## config.mk

```make
export PLATFORM = sky130hd
export DESIGN_NAME = line_unpacker
export DESIGN_NICKNAME = d
export VERILOG_FILES = /design/src/rtl/line_unpacker_pkg.sv /design/src/rtl/lu_slot_extract.sv /design/src/rtl/lu_group_ctl.sv /design/src/rtl/lu_thread_state.sv /design/src/rtl/line_unpacker.sv
export SDC_FILE = /design/constraint.sdc
export NUM_CORES = 2
export LEC_CHECK = 0
export ABC_CLOCK_PERIOD_IN_PS = 8090
export CAP_MARGIN = 20
export CORE_AREA = 3 3 545 547
export CTS_BUF_LIST = sky130_fd_sc_hd__clkbuf_4
export DETAILED_ROUTE_END_ITERATION = 8
export DIE_AREA = 0 0 548 550
export DONT_BUFFER_PORTS = 1
export MAX_ROUTING_LAYER = met4
export PLACE_DENSITY = 0.3
export SYNTH_ARGS = -nofsm -noshare
export SYNTH_HDL_FRONTEND = slang
export SYNTH_HIERARCHICAL = 1
export SYNTH_SLANG_ARGS = --single-unit
export TNS_END_PERCENT = 100
```

## constraint.sdc

```tcl
create_clock -name clk -period 8.09 [get_ports clk]
set_input_delay 1.618 -clock clk [delete_from_list [all_inputs] [get_ports clk]]
set_output_delay 1.618 -clock clk [all_outputs]
set_load 0.01 [all_outputs]
```

## src/rtl/line_unpacker_pkg.sv

```systemverilog
package line_unpacker_pkg;
    localparam int LINE_BYTES = 64;
    localparam int INST_BYTES = 4;
    localparam int LINE_WORDS = LINE_BYTES / INST_BYTES;
    localparam int OFF_BITS   = $clog2(LINE_BYTES);
    localparam int WIDX_BITS  = $clog2(LINE_WORDS);

    typedef enum logic [1:0] {
        TS_RUN     = 2'd0,
        TS_QUIESCE = 2'd1,
        TS_TRAP    = 2'd2
    } thr_state_e;
endpackage

```

## src/rtl/lu_slot_extract.sv

```systemverilog
module lu_slot_extract
    import line_unpacker_pkg::*;
#(
    parameter int FETCH_WIDTH = 4,
    parameter int PC_W        = 32
) (
    input  logic [PC_W-1:0]              start_pc,
    input  logic [LINE_BYTES*8-1:0]      line_data,
    output logic [FETCH_WIDTH*PC_W-1:0]  slot_pc,
    output logic [FETCH_WIDTH*32-1:0]    slot_inst,
    output logic [FETCH_WIDTH-1:0]       slot_inrange
);
    localparam int IDX_W = WIDX_BITS + 8;

    logic [PC_W-1:0]      line_base;
    logic [WIDX_BITS-1:0] start_word;

    assign line_base  = {start_pc[PC_W-1:OFF_BITS], {OFF_BITS{1'b0}}};
    assign start_word = start_pc[OFF_BITS-1:2];

    for (genvar i = 0; i < FETCH_WIDTH; i++) begin : g_slot
        logic [IDX_W-1:0] idx;
        assign idx = IDX_W'(start_word) + IDX_W'(i);
        assign slot_inrange[i] = (idx < IDX_W'(LINE_WORDS));
        assign slot_pc[i*PC_W +: PC_W] = line_base + PC_W'({idx, 2'b00});
        assign slot_inst[i*32 +: 32] = slot_inrange[i]
            ? line_data[32*idx[WIDX_BITS-1:0] +: 32] : 32'd0;
    end
endmodule

```

## src/rtl/lu_group_ctl.sv

```systemverilog
module lu_group_ctl #(
    parameter int          FETCH_WIDTH  = 4,
    parameter int          PC_W         = 32,
    parameter logic [31:0] QUIESCE_WORD = 32'h0000_0F0F,
    localparam int         CNT_W        = $clog2(FETCH_WIDTH + 1)
) (
    input  logic [FETCH_WIDTH-1:0]       slot_inrange,
    input  logic [FETCH_WIDTH*PC_W-1:0]  slot_pc,
    input  logic [FETCH_WIDTH*32-1:0]    slot_inst,
    input  logic [FETCH_WIDTH-1:0]       bp_ctrl,
    input  logic [FETCH_WIDTH-1:0]       bp_taken,
    input  logic [FETCH_WIDTH*PC_W-1:0]  bp_target,
    output logic [FETCH_WIDTH-1:0]       grp_valid,
    output logic [FETCH_WIDTH*PC_W-1:0]  grp_npc,
    output logic [CNT_W-1:0]             grp_count,
    output logic [PC_W-1:0]              grp_last_npc,
    output logic                         grp_quiesce
);
    logic [FETCH_WIDTH-1:0] is_quiesce;
    logic [FETCH_WIDTH-1:0] is_taken;

    for (genvar i = 0; i < FETCH_WIDTH; i++) begin : g_pred
        assign is_quiesce[i] = (slot_inst[i*32 +: 32] == QUIESCE_WORD);
        assign is_taken[i]   = bp_ctrl[i] & bp_taken[i];
        assign grp_npc[i*PC_W +: PC_W] = is_taken[i]
            ? bp_target[i*PC_W +: PC_W]
            : slot_pc[i*PC_W +: PC_W] + PC_W'(4);
    end

    always_comb begin
        logic alive;
        alive        = 1'b1;
        grp_valid    = '0;
        grp_count    = '0;
        grp_last_npc = '0;
        grp_quiesce  = 1'b0;
        for (int i = 0; i < FETCH_WIDTH; i++) begin
            grp_valid[i] = alive & slot_inrange[i];
            if (grp_valid[i]) begin
                grp_count    = grp_count + CNT_W'(1);
                grp_last_npc = grp_npc[i*PC_W +: PC_W];
                grp_quiesce  = grp_quiesce | is_quiesce[i];
            end
            alive = grp_valid[i] & ~is_taken[i] & ~is_quiesce[i];
        end
    end
endmodule

```

## src/rtl/lu_thread_state.sv

```systemverilog
module lu_thread_state
    import line_unpacker_pkg::*;
#(
    parameter int  NUM_THREADS = 2,
    parameter int  PC_W        = 32,
    localparam int TID_W       = $clog2(NUM_THREADS)
) (
    input  logic             clk,
    input  logic             rst_n,
    input  logic             rs_valid,
    input  logic [TID_W-1:0] rs_tid,
    input  logic             rs_load_pc,
    input  logic [PC_W-1:0]  rs_pc,
    input  logic             upd_valid,
    input  logic [TID_W-1:0] upd_tid,
    input  logic [PC_W-1:0]  upd_pc,
    input  thr_state_e       upd_state,
    input  logic [TID_W-1:0] rd_tid,
    output logic [PC_W-1:0]  rd_pc,
    output thr_state_e       rd_state
);
    logic [PC_W-1:0] pc_d [NUM_THREADS];
    logic [PC_W-1:0] pc_q [NUM_THREADS];
    thr_state_e      st_d [NUM_THREADS];
    thr_state_e      st_q [NUM_THREADS];

    assign rd_pc    = pc_q[rd_tid];
    assign rd_state = st_q[rd_tid];

    always_comb begin
        for (int t = 0; t < NUM_THREADS; t++) begin
            pc_d[t] = pc_q[t];
            st_d[t] = st_q[t];
            if (rs_valid && rs_tid == TID_W'(t)) begin
                st_d[t] = TS_RUN;
                if (rs_load_pc) pc_d[t] = rs_pc;
            end else if (upd_valid && upd_tid == TID_W'(t)) begin
                st_d[t] = upd_state;
                pc_d[t] = upd_pc;
            end
        end
    end

    always_ff @(posedge clk or negedge rst_n) begin
        if (!rst_n) begin
            for (int t = 0; t < NUM_THREADS; t++) begin
                pc_q[t] <= '0;
                st_q[t] <= TS_RUN;
            end
        end else begin
            for (int t = 0; t < NUM_THREADS; t++) begin
                pc_q[t] <= pc_d[t];
                st_q[t] <= st_d[t];
            end
        end
    end
endmodule

```

## src/rtl/line_unpacker.sv

```systemverilog
module line_unpacker
    import line_unpacker_pkg::*;
#(
    parameter int          FETCH_WIDTH  = 4,
    parameter int          PC_W         = 32,
    parameter int          SEQ_W        = 16,
    parameter int          NUM_THREADS  = 2,
    parameter int          FC_W         = 4,
    parameter logic [31:0] QUIESCE_WORD = 32'h0000_0F0F,
    parameter logic [31:0] NOP_WORD     = 32'h0000_0013,
    localparam int         TID_W        = $clog2(NUM_THREADS),
    localparam int         CNT_W        = $clog2(FETCH_WIDTH + 1)
) (
    input  logic                          clk,
    input  logic                          rst_n,
    input  logic                          rs_valid,
    input  logic [TID_W-1:0]              rs_tid,
    input  logic                          rs_load_pc,
    input  logic [PC_W-1:0]               rs_pc,
    input  logic                          line_valid,
    input  logic [TID_W-1:0]              line_tid,
    input  logic [LINE_BYTES*8-1:0]       line_data,
    input  logic                          xlate_fault,
    input  logic [FC_W-1:0]               fault_code,
    output logic [FETCH_WIDTH*PC_W-1:0]   lk_pc,
    output logic [FETCH_WIDTH*32-1:0]     lk_inst,
    input  logic [FETCH_WIDTH-1:0]        bp_ctrl,
    input  logic [FETCH_WIDTH-1:0]        bp_taken,
    input  logic [FETCH_WIDTH*PC_W-1:0]   bp_target,
    output logic                          out_we,
    output logic [FETCH_WIDTH-1:0]        out_valid,
    output logic [CNT_W-1:0]              out_count,
    output logic [TID_W-1:0]              out_tid,
    output logic [FETCH_WIDTH*PC_W-1:0]   out_pc,
    output logic [FETCH_WIDTH*32-1:0]     out_inst,
    output logic [FETCH_WIDTH*PC_W-1:0]   out_npc,
    output logic [FETCH_WIDTH*SEQ_W-1:0]  out_seq,
    output logic                          out_fault,
    output logic [FC_W-1:0]               out_fault_code
);
    typedef struct packed {
        logic [FETCH_WIDTH-1:0]       valid;
        logic [CNT_W-1:0]             count;
        logic [TID_W-1:0]             tid;
        logic [FETCH_WIDTH*PC_W-1:0]  pc;
        logic [FETCH_WIDTH*32-1:0]    inst;
        logic [FETCH_WIDTH*PC_W-1:0]  npc;
        logic [FETCH_WIDTH*SEQ_W-1:0] seq;
        logic                         fault;
        logic [FC_W-1:0]              fcode;
        logic [SEQ_W-1:0]             seq_next;
    } unp_state_t;

    unp_state_t r_d, r_q;

    logic [PC_W-1:0]        cur_pc;
    thr_state_e             cur_state;
    logic                   accept;
    logic [FETCH_WIDTH-1:0] slot_inrange;
    logic [FETCH_WIDTH-1:0] grp_valid;
    logic [FETCH_WIDTH*PC_W-1:0] grp_npc;
    logic [CNT_W-1:0]       grp_count;
    logic [PC_W-1:0]        grp_last_npc;
    logic                   grp_quiesce;
    logic                   upd_valid;
    logic [PC_W-1:0]        upd_pc;
    thr_state_e             upd_state;

    lu_thread_state #(.NUM_THREADS(NUM_THREADS), .PC_W(PC_W)) u_thr (
        .clk        (clk),
        .rst_n      (rst_n),
        .rs_valid   (rs_valid),
        .rs_tid     (rs_tid),
        .rs_load_pc (rs_load_pc),
        .rs_pc      (rs_pc),
        .upd_valid  (upd_valid),
        .upd_tid    (line_tid),
        .upd_pc     (upd_pc),
        .upd_state  (upd_state),
        .rd_tid     (line_tid),
        .rd_pc      (cur_pc),
        .rd_state   (cur_state)
    );

    lu_slot_extract #(.FETCH_WIDTH(FETCH_WIDTH), .PC_W(PC_W)) u_ext (
        .start_pc     (cur_pc),
        .line_data    (line_data),
        .slot_pc      (lk_pc),
        .slot_inst    (lk_inst),
        .slot_inrange (slot_inrange)
    );

    lu_group_ctl #(
        .FETCH_WIDTH (FETCH_WIDTH),
        .PC_W        (PC_W),
        .QUIESCE_WORD(QUIESCE_WORD)
    ) u_grp (
        .slot_inrange (slot_inrange),
        .slot_pc      (lk_pc),
        .slot_inst    (lk_inst),
        .bp_ctrl      (bp_ctrl),
        .bp_taken     (bp_taken),
        .bp_target    (bp_target),
        .grp_valid    (grp_valid),
        .grp_npc      (grp_npc),
        .grp_count    (grp_count),
        .grp_last_npc (grp_last_npc),
        .grp_quiesce  (grp_quiesce)
    );

    // A resume to the same thread wins over a line in the same cycle.
    assign accept = line_valid && (cur_state == TS_RUN)
                 && !(rs_valid && rs_tid == line_tid);

    always_comb begin
        upd_valid = accept;
        if (xlate_fault) begin
            upd_pc    = cur_pc;
            upd_state = TS_TRAP;
        end else begin
            upd_pc    = grp_last_npc;
            upd_state = grp_quiesce ? TS_QUIESCE : TS_RUN;
        end
    end

    always_comb begin
        r_d          = r_q;
        r_d.valid    = '0;
        r_d.count    = '0;
        r_d.fault    = 1'b0;
        r_d.fcode    = '0;
        if (accept) begin
            r_d.tid = line_tid;
            for (int i = 0; i < FETCH_WIDTH; i++) begin
                r_d.seq[i*SEQ_W +: SEQ_W] = r_q.seq_next + SEQ_W'(i);
            end
            if (xlate_fault) begin
                r_d.valid                  = FETCH_WIDTH'(1);
                r_d.count                  = CNT_W'(1);
                r_d.fault                  = 1'b1;
                r_d.fcode                  = fault_code;
                r_d.pc                     = '0;
                r_d.inst                   = '0;
                r_d.npc                    = '0;
                r_d.pc[PC_W-1:0]           = cur_pc;
                r_d.inst[31:0]             = NOP_WORD;
                r_d.npc[PC_W-1:0]          = cur_pc + PC_W'(4);
                r_d.seq_next               = r_q.seq_next + SEQ_W'(1);
            end else begin
                r_d.valid    = grp_valid;
                r_d.count    = grp_count;
                r_d.pc       = lk_pc;
                r_d.inst     = lk_inst;
                r_d.npc      = grp_npc;
                r_d.seq_next = r_q.seq_next + SEQ_W'(grp_count);
            end
        end
    end

    always_ff @(posedge clk or negedge rst_n) begin
        if (!rst_n) r_q <= '0;
        else        r_q <= r_d;
    end

    assign out_we         = (r_q.count != '0);
    assign out_valid      = r_q.valid;
    assign out_count      = r_q.count;
    assign out_tid        = r_q.tid;
    assign out_pc         = r_q.pc;
    assign out_inst       = r_q.inst;
    assign out_npc        = r_q.npc;
    assign out_seq        = r_q.seq;
    assign out_fault      = r_q.fault;
    assign out_fault_code = r_q.fcode;
endmodule

```

==> results list <==
- Combined area of all synthesized cells: ~50000 um2
- In this run the cell area measured after placement is ~54000 um2.
* Initial detailed-routing violation count: 3744
- Crit-path most repeated cell: buf_4
- Synthesis inferred 543 register bits.
* Sum of negative setup slack: 0 ns
- The first global-routing pass estimated 468000 um of wire.
- Layout Area Growth over Synthesis: 10.7%
- Clock tree synthesis found a total of roughly 540 sinks.
- The largest total area in the synthesized netlist belongs to dfrtp_1.
- From bottom edge to top edge, the die measures 550 um.
- The library cell used most frequently in the layout, excluding fill and tap cells, is nand2_1.
* Setup violation total in the final timing report: 0
- Hold/Removal Path Class: in -> async
* Fraction of final layout cells sized beyond drive strength 1: 0.279
- The initialized floorplan defines 199 standard-cell rows.
- After clock tree synthesis, the clock-pin slew on the worst setup and hold paths is about 0.06 ns.
- A synthesized cell averages ~9.5 um2.
- The congestion estimate from routability-driven global placement came to 0.968.
- Max Clock Skew: 0.160 ns
- The slowest stage of the critical path is the nor4_2 cell.
* Class of the most critical setup path: in -> reg
- Portion of the clock cycle consumed by the worst path in the final layout: 0.923
- Aggregate global-route resource usage: 0.237
- Entering global routing, the biggest net connects 321 pins.
- The largest single stage delay on the critical path is 0.82 ns.
* Most used cells in the layout excluding fill and tap cells: nand2_1 (1038), dfrtp_1 (543), o21ai_0 (500), mux4_2 (442), buf_4 (360)
- Non-filler instance count after layout: slightly above 9000
* PD cells: approximately 550 nW/um2
- At the later pin of the worst-skew pair, clock insertion delay measures ~1.2 ns.
- Top achievable clock speed: 134 MHz
- Detailed routing placed a total of ~180000 um of wire on met2.
- The worst pin sits at a relative slew slack of -0.190.
- Master cell of the clock root buffer: clkbuf_4
* Maximum capacitance violations: 0
* Number of H-tree levels: 4
* Post-DRT Antenna Nets: 0
* Area share of the largest cell type after synthesis: 0.266
* Startpoint of the lowest-slack register-to-register path: u_thr/pc_q[34]
- Final critical-path required period: 7.47 ns
- The run finished, with violations left.
- Once detailed placement completed, the half-perimeter wirelength came to 290000 um.
- CP Data Arrival Time: 8.56 ns
- The number of different library cells used by synthesis comes to 103.
- Share of the yosys chip area belonging to registers: 0.266
* Initial Util: 0.174
* Capture point of the worst reg-to-reg path: r_q[5]
* TritonCTS clock tree: yes
- Register area: 13600 um2
- The count of pins over their slew limit came to between 80 and 90.
- Most used flip-flop cell after synthesis: dfrtp_1
* DR vias: 44736
- The final layout contains routed wiring with a total length of approximately 360000 um.
* Die width: 548 um
* Routed vias/inst: 4.83
* Static Leak: ~0.021 uW
* Post-layout utilization of the core: 0.193
* Proportion of synthesized flip-flops having asynchronous set or reset: 1.00
- Summing all multi-input logic gate instances after layout gives 31500 um2.
* Reg2reg path depth: 26
- For this run, design rule violations remaining after detail routing come to 0.
- Critical-path maximum fanout: 40
* Violations in the final reports: max-slew violations
- The design draws around 30000 uW.
- Grt ovf: 0
- The filler cells instantiated in the layout total 32775.
* Transition time of the tightest slew-check pin: roughly 1.8 ns
- Finished layout cell area: 56500 um2
- Required time of the critical path: 9.18 ns
- For this run, the post-layout net count is 5747.
- The via count of the first global-routing pass came to ~45000.
- Hold Violations, Final: 0
* Maximum clock insertion buffer count: 4
- Routed wire per std cell: around 40 um
* Count of pins on the block boundary: ~1400
- For this run, the number of Yosys warnings is 6.
- Post-CTS Setup Inserts: 0
- In this run, post-CTS repair resized a total of 0 instances.
* CP Launch Type: input port
- RSZ-0062 raised after global routing: no
* Number of antenna violations at the first check in global routing: 94
- The cell count after synthesis came out at 5375.
- After floorplanning, the core was sized to cover 293000 um2.
- Maximum ir drop on the vdd rail: 0.400 mV
- Routed signal wires occupy layers up through met4.
- Counting flops with a built-in enable in the synthesized netlist gives 0.
- Endpoint kind of the worst setup timing path: register
- Port buffering added 0 buffers.
- The detailed router put a total of 127000 um of wire on met1.
- Die Footprint: between 300000 and 400000 um2
- DR WL met3: 35200 um
* Length of the first detailed-routing pass in iterations: 5
- Register-to-register path setup slack: 0.80 ns
* Total clock buffers created by CTS: 186
- By area the synthesized netlist is led by dfrtp_1 (27%), mux4_2 (20%), buf_4 (7.8%).
- Cts-stage hold buffer count: 1
- Once placement completed, the tool counted placed cells totaling 8757.
power breakdown:
| part | internal [uW] | total [uW] | switching, uW |
|---|---|---|---|
| registers | 3660 | 5210 | 1550 |
| clock network | 1550 | 3130 | 1580 |
| logic | 7950 | 22500 | 14500 |
| total | 13200 | 30800 | 17700 |
flip-flops by register name, summed over array words and instances (netlist names):
name            flops
out_pc            128
out_seq            62
out_fault_code      4
out_inst          128
out_tid             1
out_npc           128
u_thr/st_q          4
r_q                16
out_valid           4
u_thr/pc_q         64
out_count           3
out_fault           1
stage by stage:
stage               setup slack [ns]  hold slack [ns]
finish                         0.620            0.307
global route                   0.329           0.0960
CTS                            0.745           0.0193
detailed placement            -0.586            0.490
global placement              -0.653            0.484
floorplan                     0.0302            0.440
synth_stat cells (25+ instances only):
library cell and n:
nand3_1 102, and3_1 27, mux2_2 171, and2_1 52, a211oi_1 46, a31oi_1 69, clkbuf_1 176, nand4_1 83
nor2_1 153, mux4_2 442, a21oi_1 73, buf_2 167, xnor2_1 150, nor4_1 45, nand2_1 1043, or4_1 29
dfrtp_1 543, ha_1 25, o22ai_1 77, buf_4 532, buf_6 39, inv_1 66, nor3_1 57, xor2_1 48
mux2i_1 336, o21ai_0 502, mux2_4 31
worst max-delay path by stage:
| stage | startpoint | to | cells past startpoint |
|---|---|---|---|
| floorplan | line_tid | r_q[8] | 29 |
| CTS | u_thr/pc_q[34] | r_q[5] | 26 |
| global placement | line_tid | r_q[15] | 26 |
| detailed placement | line_tid | r_q[5] | 26 |
| finish | line_tid | r_q[5] | 26 |
| global route | u_thr/pc_q[34] | r_q[5] | 26 |
critical path, delay by kind of cell:
| kind | cells | cell delay [ns] |
|---|---|---|
| compound gates | 4 | 1.00 |
| xor+xnor | 1 | 0.18 |
| mux | 5 | 1.61 |
| fa+ha+maj | 3 | 1.00 |
| buf+inv | 9 | 1.74 |
| simple gates | 4 | 1.21 |
cell families after synthesis:
kind of cell             count (synthesis)  synth area share
flip-flops                             543             0.266
AO/OA/AOI/OAI                          911             0.106
AND/OR/NAND/NOR                       1698             0.151
multiplexers                           980             0.308
buffers and inverters                 1012             0.126
other                                    2          0.000147
adder cells (fa/ha/maj)                 26           0.00653
XOR/XNOR                               203            0.0360
cell type report:
cell class,count,area share
Multi-Input combinational cell,3827,0.557
Timing Repair Buffer,400,0.0619
Tap cell,3919,0.0868
Sequential cell,543,0.241
Inverter,71,0.00514
Antenna cell,188,0.00833
Clock inverter,55,0.00591
Clock buffer,256,0.0340
routing by layer:
layer / vias to the layer above / global-route usage
met2: 2266 / 0.404
met3: 489 / 0.0892
li1: 18790 / -
met5: - / -
met1: 23191 / 0.240
met4: 0 / 0.113
Note: power is estimated with default switching activity, not from simulation.
